[src/rtl/intc_pkg.sv]
package intc_pkg;

  // read selector; numeric value equals the word offset (addr[5:2])
  typedef enum logic [3:0] {
    RD_PEND_LO = 4'd0,
    RD_ENA_LO  = 4'd1,
    RD_SEL_LO  = 4'd2,
    RD_IRQ_LO  = 4'd3,
    RD_FIQ_LO  = 4'd4,
    RD_PRI     = 4'd5,
    RD_IRQ_IDX = 4'd6,
    RD_FIQ_IDX = 4'd7,
    RD_PEND_HI = 4'd8,
    RD_ENA_HI  = 4'd9,
    RD_SEL_HI  = 4'd10,
    RD_IRQ_HI  = 4'd11,
    RD_FIQ_HI  = 4'd12,
    RD_ERR     = 4'd13,
    RD_ZERO    = 4'd14
  } rdSel_e;

  typedef struct packed {
    logic   wrEnaLo;
    logic   wrEnaHi;
    logic   wrSelLo;
    logic   wrSelHi;
    logic   wrPri;
    logic   wrErr;
    rdSel_e rdSel;
  } ctrlStrb_t;

  localparam logic [31:0] IDX_NONE = 32'h8000_0000;

endpackage

[src/rtl/intc_ctrl.sv]
module intc_ctrl
  import intc_pkg::*;
#(
  parameter int NUM_SRC = 64,
  parameter int ADDR_W  = 8
) (
  input  logic              clk,
  input  logic              rstN,
  input  logic              busWe,
  input  logic [ADDR_W-1:0] busAddr,
  output ctrlStrb_t         strb
);

  localparam bit HAS_UPPER = (NUM_SRC > 32);

  logic [3:0] wordIdx;
  logic       inWindow;
  rdSel_e     sel;

  assign wordIdx  = busAddr[5:2];
  assign inWindow = (busAddr[ADDR_W-1:6] == '0);

  always_comb begin
    sel = RD_ZERO;
    if (inWindow) begin
      if (wordIdx <= 4'd7)
        sel = rdSel_e'(wordIdx);
      else if (HAS_UPPER && wordIdx <= 4'd13)
        sel = rdSel_e'(wordIdx);
    end
  end

  always_comb begin
    strb         = '0;
    strb.rdSel   = sel;
    strb.wrEnaLo = busWe && (sel == RD_ENA_LO);
    strb.wrEnaHi = busWe && (sel == RD_ENA_HI);
    strb.wrSelLo = busWe && (sel == RD_SEL_LO);
    strb.wrSelHi = busWe && (sel == RD_SEL_HI);
    strb.wrPri   = busWe && (sel == RD_PRI);
    strb.wrErr   = busWe && (sel == RD_ERR);
  end

  AST_WR_ONEHOT: assert property (@(posedge clk) disable iff (!rstN)
    $onehot0({strb.wrEnaLo, strb.wrEnaHi, strb.wrSelLo, strb.wrSelHi, strb.wrPri, strb.wrErr}));

  AST_NARROW_NO_HI: assert property (@(posedge clk) disable iff (!rstN)
    busWe |-> (HAS_UPPER || !(strb.wrEnaHi || strb.wrSelHi || strb.wrErr)));

  AST_RO_NO_WRITE: assert property (@(posedge clk) disable iff (!rstN)
    (busWe && (wordIdx == 4'd0 || wordIdx == 4'd3 || wordIdx == 4'd6)) |->
      !(strb.wrEnaLo || strb.wrSelLo || strb.wrPri));

endmodule

[src/rtl/intc_datapath.sv]
module intc_datapath
  import intc_pkg::*;
#(
  parameter int NUM_SRC = 64
) (
  input  logic               clk,
  input  logic               rstN,
  input  logic [NUM_SRC-1:0] srcIn,
  input  logic [31:0]        busWdata,
  input  ctrlStrb_t          strb,
  output logic [31:0]        busRdata,
  output logic               irqOut,
  output logic               fiqOut
);

  localparam bit HAS_UPPER = (NUM_SRC > 32);

  logic [NUM_SRC-1:0] pendQ;
  logic [31:0]        enaLoQ, selLoQ, priQ, errQ;
  logic [31:0]        enaHi, selHi;
  logic [63:0]        pendW, enaW, selW, irqStat, fiqStat;
  logic [31:0]        irqIdx, fiqIdx;

  always_ff @(posedge clk) begin
    if (!rstN) begin
      pendQ  <= '0;
      enaLoQ <= '0;
      selLoQ <= '0;
      priQ   <= '0;
      errQ   <= '0;
    end else begin
      pendQ <= srcIn;
      if (strb.wrEnaLo) enaLoQ <= busWdata;
      if (strb.wrSelLo) selLoQ <= busWdata;
      if (strb.wrPri)   priQ   <= busWdata;
      if (strb.wrErr)   errQ   <= busWdata;
    end
  end

  generate
    if (HAS_UPPER) begin : gUpper
      logic [31:0] enaHiQ, selHiQ;
      always_ff @(posedge clk) begin
        if (!rstN) begin
          enaHiQ <= '0;
          selHiQ <= '0;
        end else begin
          if (strb.wrEnaHi) enaHiQ <= busWdata;
          if (strb.wrSelHi) selHiQ <= busWdata;
        end
      end
      assign enaHi = enaHiQ;
      assign selHi = selHiQ;
    end else begin : gNarrow
      assign enaHi = '0;
      assign selHi = '0;
    end
  endgenerate

  assign pendW   = 64'(pendQ);
  assign enaW    = {enaHi, enaLoQ};
  assign selW    = {selHi, selLoQ};
  assign irqStat = pendW & enaW & ~selW;
  assign fiqStat = pendW & enaW & selW;

  function automatic logic [31:0] lowestSet(input logic [63:0] vec);
    logic [31:0] res;
    res = IDX_NONE;
    for (int i = 63; i >= 0; i--) begin
      if (vec[i]) res = {26'd0, 6'(i)};
    end
    return res;
  endfunction

  assign irqIdx = lowestSet(irqStat);
  assign fiqIdx = lowestSet(fiqStat);
  assign irqOut = |irqStat;
  assign fiqOut = |fiqStat;

  always_comb begin
    case (strb.rdSel)
      RD_PEND_LO: busRdata = pendW[31:0];
      RD_ENA_LO:  busRdata = enaLoQ;
      RD_SEL_LO:  busRdata = selLoQ;
      RD_IRQ_LO:  busRdata = irqStat[31:0];
      RD_FIQ_LO:  busRdata = fiqStat[31:0];
      RD_PRI:     busRdata = priQ;
      RD_IRQ_IDX: busRdata = irqIdx;
      RD_FIQ_IDX: busRdata = fiqIdx;
      RD_PEND_HI: busRdata = pendW[63:32];
      RD_ENA_HI:  busRdata = enaHi;
      RD_SEL_HI:  busRdata = selHi;
      RD_IRQ_HI:  busRdata = irqStat[63:32];
      RD_FIQ_HI:  busRdata = fiqStat[63:32];
      RD_ERR:     busRdata = errQ;
      default:    busRdata = '0;
    endcase
  end

  AST_PEND_TRACK: assert property (@(posedge clk) disable iff (!rstN)
    rstN |=> pendW == 64'($past(srcIn)));

  AST_ENA_WRITE: assert property (@(posedge clk) disable iff (!rstN)
    strb.wrEnaLo |=> enaLoQ == $past(busWdata));

  AST_SEL_WRITE: assert property (@(posedge clk) disable iff (!rstN)
    strb.wrSelLo |=> selLoQ == $past(busWdata));

  AST_IDX_POINTS: assert property (@(posedge clk) disable iff (!rstN)
    !irqIdx[31] |-> (irqStat[irqIdx[5:0]] && irqIdx[30:6] == '0));

  AST_OUT_EXCL_LINE: assert property (@(posedge clk) disable iff (!rstN)
    (irqOut && fiqOut) |-> ($countones(pendW & enaW) >= 2));

endmodule

[src/rtl/intc_top.sv]
module intc_top
  import intc_pkg::*;
#(
  parameter int NUM_SRC = 64,
  parameter int ADDR_W  = 8
) (
  input  logic               clk,
  input  logic               rstN,
  input  logic [NUM_SRC-1:0] srcIn,
  input  logic               busWe,
  input  logic [ADDR_W-1:0]  busAddr,
  input  logic [31:0]        busWdata,
  output logic [31:0]        busRdata,
  output logic               irqOut,
  output logic               fiqOut
);

  ctrlStrb_t strb;

  intc_ctrl #(.NUM_SRC(NUM_SRC), .ADDR_W(ADDR_W)) uCtrl (
    .clk     (clk),
    .rstN    (rstN),
    .busWe   (busWe),
    .busAddr (busAddr),
    .strb    (strb)
  );

  intc_datapath #(.NUM_SRC(NUM_SRC)) uDp (
    .clk      (clk),
    .rstN     (rstN),
    .srcIn    (srcIn),
    .busWdata (busWdata),
    .strb     (strb),
    .busRdata (busRdata),
    .irqOut   (irqOut),
    .fiqOut   (fiqOut)
  );

endmodule

[config.mk]
export PLATFORM = sky130hd
export DESIGN_NAME = intc_top
export DESIGN_NICKNAME = d
export VERILOG_FILES = /design/src/rtl/intc_pkg.sv /design/src/rtl/intc_ctrl.sv /design/src/rtl/intc_datapath.sv /design/src/rtl/intc_top.sv
export SDC_FILE = /design/constraint.sdc
export NUM_CORES = 1
export LEC_CHECK = 0
export ABC_AREA = 1
export BUFFER_PORTS_ARGS = -buffer_cell sky130_fd_sc_hd__clkbuf_2
export CORE_ASPECT_RATIO = 1.25
export CORE_MARGIN = 3
export CORE_UTILIZATION = 25
export DETAILED_ROUTE_END_ITERATION = 12
export GPL_ROUTABILITY_DRIVEN = 0
export PLACE_DENSITY = 0.42
export SLEW_MARGIN = 40
export SYNTH_ARGS = -nofsm -noshare
export SYNTH_HDL_FRONTEND = slang
export SYNTH_SLANG_ARGS = --single-unit
[constraint.sdc]
create_clock -name clk -period 4.3 [get_ports clk]
set_input_delay 1.075 -clock clk [delete_from_list [all_inputs] [get_ports clk]]
set_output_delay 1.075 -clock clk [all_outputs]
set_load 0.1 [all_outputs]
==> qor.csv <==
stage,metric,value,unit
run_status,outcome,"complete, but fails checks",
run_status,failing checks,setup timing,
timing,Final Critical Period,6.148,ns
pwr,Pleak,0.008174,uW
timing,final worst path period share,1.430,
clocking,hold_buf cts,0,
yosys,syn nets,2107,
yosys,Adder-Cell Fraction of Synth Area,0,
clocking,clk sink count,256,
routing,DR iter-0 viols,943,
job,Max Cap Viol,0,
routing,antenna violation net count after detailed routing,0,
global_routing,Overflow after GRT,0,
worst_setup_path,Most Frequent Cell on Critical Path,nand2_1,
timing,f_max,0.1626,GHz
clocking,Worst-path clk slew,0.06,ns
cells_and_area,Filler cells,5510,
global_routing,initial antenna violation count,0,
routing,post-DR wirelength/cell,20.27,um
worst_setup_path,WP buf/inv,2,
clocking,clock buffer count from CTS,29,
pwr,Clock Power Share,0.463,
global_routing,GR Util All Layers,0.2150,
pwr,Logic pwr share,0.061,
yosys,combinational family with the most area after synthesis,simple AND/OR/NAND/NOR gates,
cells_and_area,area grow syn2layout,37.18,%
routing,drt first pass iters,5,
yosys,Syn Area/Cell,6.496,um^2
clocking,H-tree Lvls,1,
place,post-DP HPWL,43350,um
cells_and_area,most frequent cells in the layout,"nor2_1, nand2_1, inv_1",
worst_setup_path,crit-path max cell delay,0.34,ns
yosys,Post-Synthesis Cells,2000,
timing,worst-margin pin slew,0.7501,ns
worst_setup_path,Setup CP Type,flop to output pin,
die,core area,0.05088,mm^2
die,I/O Pins,141,
worst_setup_path,Critical Path RT,3.22,ns
die,Die ar.,0.05475,mm^2
die,Die X,209.9,um
clocking,Worst-Skew Late Latency,0.56,ns
timing,Clock Skew,0,ns
clocking,CTS Root Cell,clkbuf_16,
yosys,Syn Std Cell Area,0.01299,mm^2
die,starting density of the core,0.2553,
routing,vias per std cell,4.952,
worst_setup_path,CP startpoint kind,flop,
cells_and_area,share of post-route cells with drive strength above 1,0.2232,
pwr,pwr dens,290.8,mW/mm^2
yosys,Synthesis Warnings,0,
timing,Pins Over Slew Limit,0,
worst_setup_path,crit-path max FO,2,
cells_and_area,ant diodes,0,
yosys,Simple-Gate Fraction of Synth Area,0.2686,
clocking,clock buffer depth,3,
timing,# setup viols final,2,
timing,Worst slew margin,0.4999,
worst_setup_path,crit-path leading delay family,simple AND/OR/NAND/NOR gates,
clocking,CTS tree,yes,
place,dpl ws,-1.288,ns
timing,setup TNS,-2.788,ns
pwr,internal power,3916,uW
global_routing,vias in the first global route,14750,
routing,drt total wl,60380,um
cells_and_area,"commonest non-fill, non-tap cell in the layout",nor2_1,
global_routing,first-pass GRT wire length,90170,um
timing,final setup margin,-1.848,ns
yosys,"flops & latches, synth",256,
pwr,switch share,0.2443,
global_routing,pin count of the biggest net entering global routing,113,
yosys,Synth Area in Compound Gates,0.2254,
cells_and_area,nets@finish,2414,
timing,final hold vios,0,
routing,Residual DRC,0,
pwr,VDD IR max,0.2768,mV
yosys,Synth cell types,34,
worst_setup_path,Slowest cell on crit path,dfxtp_2,
yosys,Synth Area in XOR/XNOR,0,
yosys,register area share after synthesis,0.3945,
place,Buffers on Ports,138,
die,# rows,92,
hold_path,hold crit path type,flop to flop,
pwr,sequential power share,0.476,
routing,vias,14750,
pwr,net load switching power,1266,uW
worst_setup_path,critical path endpoint category,output pin,
timing,RSZ-0062 raised after global routing,true,
worst_setup_path,Worst EP arrival,5.07,ns
yosys,mux share of post-synthesis cell area,0,
die,die height,260.9,um
[cell usage after synthesis]
| master | n | area [um^2] |
|---|---|---|
| a2111oi_0 | 3 | 26.28 |
| a211oi_1 | 9 | 67.56 |
| a21boi_0 | 1 | 7.510 |
| a21oi_1 | 101 | 505.5 |
| a221oi_1 | 50 | 437.9 |
| a22o_1 | 2 | 17.52 |
| a22oi_1 | 9 | 67.56 |
| a31o_2 | 1 | 8.760 |
| a31oi_1 | 6 | 37.54 |
| a41oi_1 | 1 | 8.760 |
| buf_1 | 2 | 7.510 |
| clkbuf_1 | 94 | 352.8 |
| clkinv_1 | 4 | 15.01 |
| dfxtp_1 | 256 | 5125 |
| inv_1 | 281 | 1055 |
| inv_2 | 5 | 18.77 |
| nand2_1 | 331 | 1242 |
| nand3_1 | 91 | 455.4 |
| nand3_2 | 1 | 10.01 |
| nand3_4 | 2 | 35.03 |
| nand4_1 | 12 | 75.07 |
| nor2_1 | 356 | 1336 |
| nor3_1 | 55 | 275.3 |
| nor3_2 | 1 | 10.01 |
| nor4_1 | 8 | 50.05 |
| o2111ai_1 | 12 | 105.1 |
| o211ai_1 | 1 | 7.510 |
| o21ai_0 | 233 | 1166 |
| o21bai_1 | 2 | 15.01 |
| o221ai_1 | 1 | 8.760 |
| o22ai_1 | 64 | 400.4 |
| o311ai_0 | 1 | 8.760 |
| o31ai_1 | 3 | 22.52 |
| o32ai_1 | 1 | 8.760 |
[what timing repair did]
action                     in CTS  in global routing
resized for setup              49                 50
pin swaps                      21                 24
setup buffers                   3                  0
setup endpoints to repair       7                 29
[per-stage QoR]
step                cells    util  hold slack, ns  area, um^2  power, uW
global route         2979  0.3503          0.4701       17820       5366
detailed placement   2932  0.3265          0.4459       16610       2827
global placement     2932  0.3265          0.4404       16610       2827
floorplan            2000       -          0.4297       13070       2636
finish               2979  0.3503          0.4551       17820       5182
CTS                  2978  0.3468          0.4545       17650       5241
[sequential cells by signal, summed over array words and instances, names as in the netlist]
register / flops
uDp.pendQ: 64
uDp.enaHi: 32
uDp.enaLoQ: 32
uDp.errQ: 32
uDp.gUpper.selHiQ: 32
uDp.priQ: 32
uDp.selLoQ: 32
[logic make-up after synthesis]
kind of cell | Yosys count
flops | 256
compound gates | 501
simple gates | 857
buf+inv | 386
[power by group through the flow]
stage,clock network [uW],logic [uW],registers (uW)
finish,2400,317,2470
global route,2540,352,2470
CTS,2460,315,2470
detailed placement,0,311,2520
global placement,0,310,2520
floorplan,0,138,2500
[tightest hold or removal path: cells and delay by family (launching register included)]
kind / cells / cell delay (ns)
buffers and inverters: 1 / 0.06
DFF: 1 / 0.30
AOI/OAI and AO/OA: 1 / 0.05
[routing by layer]
| metal | vias up | GRT usage | share of wire |
|---|---|---|---|
| li1 | 7211 | - | - |
| met1 | 6890 | 0.2686 | 0.43 |
| met2 | 522 | 0.3705 | 0.47 |
| met3 | 130 | 0.02777 | 0.056 |
| met4 | 0 | 0.09417 | 0.046 |
| met5 | - | 0 | 0 |
[path summary, 6_finish.rpt]
path	startpoint	end	slack, ns	cells past startpoint
max	uDp.pendQ[63]	busRdata[0]	-1.85	68
min reg2reg	uDp.priQ[19]	uDp.priQ[19]	0.46	2
min	uDp.priQ[19]	uDp.priQ[19]	0.46	2
max reg2reg	uDp.enaHi[28]	uDp.enaHi[28]	3.48	3
[cell type report]
class,count,area [um^2],area share
clock inverters,5,53.80,0.003019
multi-input cells,1358,6771,0.3800
well taps,658,823.3,0.04620
inverters,290,1095,0.06143
flip-flops and latches,256,5146,0.2888
repair buffers,372,3104,0.1742
clock buffers,40,827.0,0.04641
No activity file was read; power rests on OpenSTA's default activity.
